[config.mk]
export PLATFORM = sky130hd
export DESIGN_NAME = irq_prio_arb
export DESIGN_NICKNAME = d
export VERILOG_FILES = /design/src/rtl/irq_pkg.sv /design/src/rtl/irq_sync.sv /design/src/rtl/irq_prio_enc.sv /design/src/rtl/irq_accept.sv /design/src/rtl/irq_prio_arb.sv
export SDC_FILE = /design/constraint.sdc
export NUM_CORES = 1
export LEC_CHECK = 0
export ABC_AREA = 1
export BUFFER_PORTS_ARGS = -buffer_cell sky130_fd_sc_hd__buf_4
export CORE_MARGIN = 5
export CORE_UTILIZATION = 49
export DETAILED_ROUTE_END_ITERATION = 6
export PLACE_DENSITY = 0.71
export SYNTH_ARGS = -nofsm -noshare
export SYNTH_HDL_FRONTEND = slang
export SYNTH_SLANG_ARGS = --single-unit
[constraint.sdc]
create_clock -name clk -period 2.2 [get_ports clk]
set_input_delay 0 -clock clk [delete_from_list [all_inputs] [get_ports clk]]
set_output_delay 0 -clock clk [all_outputs]
set_load 0.02 [all_outputs]
[src/rtl/irq_pkg.sv]
package irq_pkg;
  localparam int NUM_W     = 6;
  localparam int FIRST_SRC = 16;
  localparam int NUM_SRC   = (1 << NUM_W) - FIRST_SRC;
  typedef logic [NUM_W-1:0] irq_num_t;
  localparam irq_num_t IDLE_NUM = irq_num_t'((1 << NUM_W) - 1);
endpackage

[src/rtl/irq_sync.sv]
module irq_sync #(
  parameter int WIDTH = 48
) (
  input  logic             clk,
  input  logic             rst,
  input  logic [WIDTH-1:0] d,
  output logic [WIDTH-1:0] q
);
  logic [WIDTH-1:0] meta;

  always_ff @(posedge clk) begin
    if (rst) begin
      meta <= '0;
      q    <= '0;
    end else begin
      meta <= d;
      q    <= meta;
    end
  end
endmodule

[src/rtl/irq_prio_enc.sv]
module irq_prio_enc
  import irq_pkg::*;
(
  input  logic [NUM_SRC-1:0] req,
  output logic               any,
  output irq_num_t           num
);
  always_comb begin
    any = 1'b0;
    num = IDLE_NUM;
    for (int i = NUM_SRC - 1; i >= 0; i--) begin
      if (req[i]) begin
        any = 1'b1;
        num = irq_num_t'(i + FIRST_SRC);
      end
    end
  end
endmodule

[src/rtl/irq_accept.sv]
module irq_accept
  import irq_pkg::*;
(
  input  logic     clk,
  input  logic     rst,
  input  logic     irq,
  input  irq_num_t irq_num,
  input  logic     int_en,
  input  irq_num_t pri_thresh,
  input  logic     ack,
  output logic     take_exc,
  output irq_num_t take_num
);
  logic busy;
  logic take;

  assign take = irq && int_en && (irq_num <= pri_thresh) && !busy;

  always_ff @(posedge clk) begin
    if (rst) begin
      busy     <= 1'b0;
      take_exc <= 1'b0;
      take_num <= IDLE_NUM;
    end else begin
      take_exc <= take;
      if (take) begin
        busy     <= 1'b1;
        take_num <= irq_num;
      end else if (ack) begin
        busy <= 1'b0;
      end
    end
  end

  // a held acceptance blocks the next pulse
  p_no_take_while_busy_r8: assert property (@(posedge clk) disable iff (rst)
    busy |=> !take_exc);
  // single-cycle pulse
  p_take_pulse_r7: assert property (@(posedge clk) disable iff (rst)
    take_exc |=> !take_exc);
  // acceptance gated by enable and threshold
  p_take_gated_r5: assert property (@(posedge clk) disable iff (rst)
    $rose(take_exc) |-> ($past(int_en) && ($past(irq_num) <= $past(pri_thresh))));
endmodule

[src/rtl/irq_prio_arb.sv]
module irq_prio_arb
  import irq_pkg::*;
(
  input  logic               clk,
  input  logic               rst,
  input  logic [NUM_SRC-1:0] req_in,
  input  logic               int_en,
  input  logic [NUM_W-1:0]   pri_thresh,
  input  logic               ack,
  output logic               irq,
  output logic [NUM_W-1:0]   irq_num,
  output logic               take_exc,
  output logic [NUM_W-1:0]   take_num
);
  logic [NUM_SRC-1:0] req_s;
  logic               any_c;
  irq_num_t           num_c;

  irq_sync #(.WIDTH(NUM_SRC)) u_sync (
    .clk(clk), .rst(rst), .d(req_in), .q(req_s)
  );

  irq_prio_enc u_enc (
    .req(req_s), .any(any_c), .num(num_c)
  );

  always_ff @(posedge clk) begin
    if (rst) begin
      irq     <= 1'b0;
      irq_num <= IDLE_NUM;
    end else begin
      irq     <= any_c;
      irq_num <= num_c;
    end
  end

  irq_accept u_acc (
    .clk(clk), .rst(rst), .irq(irq), .irq_num(irq_num),
    .int_en(int_en), .pri_thresh(pri_thresh), .ack(ack),
    .take_exc(take_exc), .take_num(take_num)
  );

  // idle shows the lowest-priority number
  p_idle_num_r4: assert property (@(posedge clk) disable iff (rst)
    !irq |-> (irq_num == IDLE_NUM));
  // reserved numbers never presented
  p_no_reserved_r3: assert property (@(posedge clk) disable iff (rst)
    irq |-> (irq_num >= irq_num_t'(FIRST_SRC)));
endmodule

# [Word-level counts from Yosys, hierarchy flattened]
# Index checks and enable logic that the tools add are counted.
[word_totals] wordCells=112 output_inout_bits=14 input_bits=58 reg_bits=111
[op_classes] n_reduce_logical=6 order_cmp=1 n_mux=97
[ops] cell="6-bit two-way mux" count=16
[ops] cell="5-bit two-way mux" count=16
[ops] cell="1-bit two-way mux" count=51
[ops] cell="4-bit two-way mux" count=8
[ops] cell="17-bit OR reduction" count=1
[ops] cell="3-bit two-way mux" count=4
[ops] cell="6-bit less-or-equal comparator" count=1
[ops] cell="2-bit two-way mux" count=2
[ops] cell="1-bit logical AND" count=3
[ops] cell="2-bit nonzero test" count=1
[ops] cell="1-bit logical NOT" count=1

# [Depth between registers and ports, before layout]
[depth] depth_word=48 mapped_depth=48 depth_no_buf=48

# [Cells and area by module]
# Synthesis repeated with hierarchy kept, for this count alone.
[unflattened] hier_cells=548 hier_area_um2=4174.0
[modules_own_cells] module="irq_sync" cells_per_inst=299 area_each_um2=2813.9 seq_area_each_um2=1921.8 n_inst=1
[modules_own_cells] module="irq_prio_enc" cells_per_inst=164 area_each_um2=669.4 seq_area_each_um2=0.0 n_inst=1
[modules_own_cells] module="irq_accept" cells_per_inst=63 area_each_um2=491.7 seq_area_each_um2=160.2 n_inst=1
[modules_own_cells] module="irq_prio_arb" cells_per_inst=22 area_each_um2=198.9 seq_area_each_um2=140.1 n_inst=1

# [Worst setup path after synthesis]
# No wires, ideal clock.
[synth_path] path_kind="register to register" start="register u_sync.q[45]" end="register irq_num[0]" path_slack_ns=-0.205 t_arrival_ns=2.280 period_less_slack_ns=2.405 required_time_ns=2.076 stages_incl_launch_ff=49 n_path_buf=0 setup_ns=0.124 cell_sequence="dfxtp_1 inv_1 nand2_1 nand2_1 nand2_1 nand2_1 nand2_1 nand2_1 nand2_1 nand2_1 nand2_1 nand2_1 nand2_1 nand2_1 nand2_1 nand2_1 nand2_1 nand2_1 (+13 left out) nand2_1 nand2_1 nand2_1 nand2_1 nand2_1 nand2_1 nand2_1 nand2_1 nand2_1 nand2_1 nand2_1 nand2_1 nand2_1 nand2_1 nand2_1 nand2_1 nand2_1 nand2_1"
[synth_between] elab_chain_cells=46
[synth_lines] element="from (decl)" line="irq_sync.sv:7" text="output logic [WIDTH-1:0] q"
[synth_lines] element="from (signal assigned)" line="irq_sync.sv:17" text="q <= meta;"
[synth_lines] element="2-bit two-way mux (2 in a row)" line="irq_prio_enc.sv:12" text="if (req[i]) begin"
[synth_lines] element="3-bit two-way mux (4 in a row)" line="irq_prio_enc.sv:12"
[synth_lines] element="4-bit two-way mux (8 in a row)" line="irq_prio_enc.sv:12"
[synth_lines] element="5-bit two-way mux (16 in a row)" line="irq_prio_enc.sv:12"
[synth_lines] element="6-bit two-way mux (16 in a row)" line="irq_prio_enc.sv:12"
[synth_lines] element="to (signal assigned)" line="irq_prio_arb.sv:33" text="irq_num <= num_c;"
[synth_lines] element="to (decl)" line="irq_prio_arb.sv:11" text="output logic [NUM_W-1:0] irq_num,"
# No other way between the ends.
# A chain may end at the register's enable or synchronous reset.

# [Final worst setup path]
# Same ends and word-level chain as after synthesis.

==> results.sh <==
export IMPL_outcome="finished, violations left"
export IMPL_violations="negative setup slack"
export IMPL_cpMaxStageDelayCell="dfxtp_1"
export IMPL_synthCells=532
export IMPL_setup_viol=1
export IMPL_fp_dieH_um=99.9
export IMPL_drt_iter0_drc=69
export IMPL_final_common_cell="inv_1"
export IMPL_gp_congestion=0.853
export IMPL_grt_setup_unrepaired="true"
export IMPL_syn2layout_area_growth_pct=34.3
export IMPL_overflow=0
export IMPL_cts_buffer_depth=2
export IMPL_path_clk_slew_ns=0.10
export IMPL_crit_fanout=2
export IMPL_power_leakage_nw=2.82
export IMPL_multi_input_comb_area_mm2=0.00108
export IMPL_cp_common_cell="nand2_1"
export IMPL_finalWirelength_mm=7.22
export IMPL_fmax_ghz=0.375
export IMPL_reg2reg_from="u_sync.q[45]"
export IMPL_r2r_end="irq_num[0]"
export IMPL_place_area_mm2=0.00459
export IMPL_post_cts_resized=0
export IMPL_hp_start="rst"
export IMPL_grt_pass1_wl_mm=12.5
export IMPL_grt_busiest_layer="met2"
export IMPL_first_pass_iters=4
export IMPL_cts_sinks=111
export IMPL_relSlewSlack_pct=37.8
export IMPL_intPower_mw=3.04
export IMPL_required_ns=2.44
export IMPL_met3_usage_pct=3.96
export IMPL_wl_per_cell_um=9.48
export IMPL_seq_area_mm2=0.00222
export IMPL_switchingPower_mw=0.889
export IMPL_critPathLaunchType="flop"
export IMPL_ir_worst_vdd_v=0.000378
export IMPL_nFillCells=659
export IMPL_num_vias=3170
export IMPL_io_buffer_count=71
export IMPL_cts_tree="yes"
export IMPL_hold_viol=0
export IMPL_p_sw_share_pct=22.6
export IMPL_antenna_found_initial=0
export IMPL_reg2reg_slack_ns=-0.47
export IMPL_finalNetCount=720
export IMPL_netlist_area_mm2=0.00396
export IMPL_core_area_mm2=0.00781
export IMPL_seqPwrFrac_pct=54.8
export IMPL_die_area_mm2=0.00997
export IMPL_use_met2_pct=29.3
export IMPL_start_util_pct=50.7
export IMPL_finalMaxSlewViolations=0
export IMPL_worstHoldPathCells=2
export IMPL_h_tree_depth=3
export IMPL_path_class="flop to flop"
export IMPL_dieWidth_um=99.9
export IMPL_min_period_ns=2.67
export IMPL_hold_end="u_sync.q[4]"
export IMPL_yosysWarnings=0
export IMPL_syn_num_nets=596
export IMPL_reg2reg_depth=48
export IMPL_seq_area_frac_synth_pct=56.2
export IMPL_cp_data_arrival_time_ns=2.90
export IMPL_ys_types=23
export IMPL_drc=0
export IMPL_ant_nets=0
export IMPL_design_area_mm2=0.00531
export IMPL_cp_slowest_stage_delay_ns=0.31
export IMPL_clk_latency_ns=0.35
export IMPL_hpwl_mm=4.76
export IMPL_io_pins=72
export IMPL_skew_ns=0.00942
export IMPL_numCtsBuffers=9
export IMPL_combPwrFrac_pct=13.2
export IMPL_pwr_share_clk_pct=32.0
export IMPL_syn_area_per_cell_um2=7.44
export IMPL_grt_start_max_net_pins=102
export IMPL_hp_class="primary input to flop"
export IMPL_grt_pass1_vias=3080
export IMPL_grt_usage_pct=15.4
export IMPL_end_kind="flop"
export IMPL_drive_gt1_share_pct=14.4
export IMPL_mostFrequentLayoutCells="inv_1, nor2_1, dfxtp_1"
export IMPL_via_per_inst=4.16
export IMPL_dp_cells=696
export IMPL_place_ws_ns=-0.448
export IMPL_gr_usage_met1_pct=16.4
export IMPL_tightest_slew_ns=0.933
export IMPL_synth_seq_cells=111
export IMPL_maxCapViolCount=0
export IMPL_worst_slack_ns=-0.466
export IMPL_p_per_area_mw_per_mm2=740
export IMPL_root_buffer="clkbuf_8"
export IMPL_instances_no_fill=762
export IMPL_min_period_over_period_pct=121
export IMPL_rows=32
export IMPL_n_antenna_cell=0
==> cell type report <==
class	instances	share of cell area, %
clock buffer	12	2.73
clock inverter	3	1.27
inverter	156	11.5
multi-input combinational	253	20.3
sequential	111	41.8
tap	102	2.40
timing repair buffer	125	20.0
==> worst max path at each step <==
stage	start	endpoint	slack, ns
detailed placement	u_sync.q[45]	irq_num[0]	-0.45
CTS	u_sync.q[45]	irq_num[0]	-0.48
finish	u_sync.q[45]	irq_num[0]	-0.47
global placement	u_sync.q[45]	irq_num[0]	-0.41
global route	u_sync.q[45]	irq_num[0]	-0.95
floorplan	u_sync.q[45]	irq_num[0]	-0.20
==> per-stage QoR <==
step                      power (mW)  util (%)  hold WS [ns]  setup TNS (ns)
after floorplan                 2.48         -         0.107          -0.205
after global placement          2.64      58.8         0.202          -0.408
after detailed placement        2.65      58.8         0.205          -0.448
after CTS                       3.97      67.9         0.251          -0.482
after global routing            4.14      68.0         0.297           -1.28
final                           3.93      68.0         0.245          -0.466
==> synth_stat cells <==
cell type / instances / share of area [%]
a211o_1: 1 / 0.22
a21o_1: 2 / 0.38
a21oi_1: 5 / 0.63
a31oi_1: 2 / 0.32
and3b_1: 1 / 0.22
buf_1: 1 / 0.095
bufinv_8: 2 / 0.89
clkbuf_1: 11 / 1.0
dfxtp_1: 111 / 56
ha_1: 6 / 1.9
inv_1: 150 / 14
inv_2: 4 / 0.38
nand2_1: 87 / 8.3
nand3_1: 11 / 1.4
nand4_1: 1 / 0.16
nor2_1: 124 / 12
nor3_1: 1 / 0.13
nor4_1: 3 / 0.47
o211ai_1: 1 / 0.19
o21a_1: 1 / 0.19
o21ai_0: 5 / 0.63
o21bai_1: 1 / 0.19
o22ai_1: 1 / 0.16
==> state kept, by name, indices dropped and copies added, names as in the netlist <==
| register | cells |
|---|---|
| u_acc.take_exc | 1 |
| u_sync.q | 48 |
| irq | 1 |
| u_sync.meta | 48 |
| u_acc.take_num | 6 |
| u_acc.busy | 1 |
| irq_num | 6 |
==> cell families after synthesis <==
family                     count (synthesis)  share of synthesized area [%]
AOI/OAI and AO/OA                         19                           2.91
adders and majority gates                  6                           1.90
buffers and inverters                    168                           16.6
DFF                                      111                           56.2
and+or+nand+nor                          228                           22.4
==> power by group through the flow <==
stage	registers [mW]	clock network [mW]	logic [mW]
finish	2.16	1.26	0.519
global route	2.17	1.37	0.599
CTS	2.16	1.30	0.519
detailed placement	2.20	0	0.446
global placement	2.20	0	0.437
floorplan	2.21	0	0.265
==> repair_timing <==
action,CTS,global route
cloned,0,0
setup buffers,1,1
hold buffers,49,0
endpoints found under the setup margin,1,2
endpoints found under the hold margin,49,0
pin swaps,0,1
==> critical path: cells and delay by family (launching register included) <==
family                 cells  cell delay [ns]
AND/OR/NAND/NOR           47             2.20
flip-flops                 1             0.31
buffers and inverters      1             0.06
==> metal layers <==
metal	vias to the layer above	part of all wire, %	wire, um
li1	1736	-	-
met1	1367	41	3000
met2	61	53	3790
met3	6	5.0	360
met4	0	1.0	74
met5	-	0	0
Note: power is estimated with default switching activity, not from simulation.
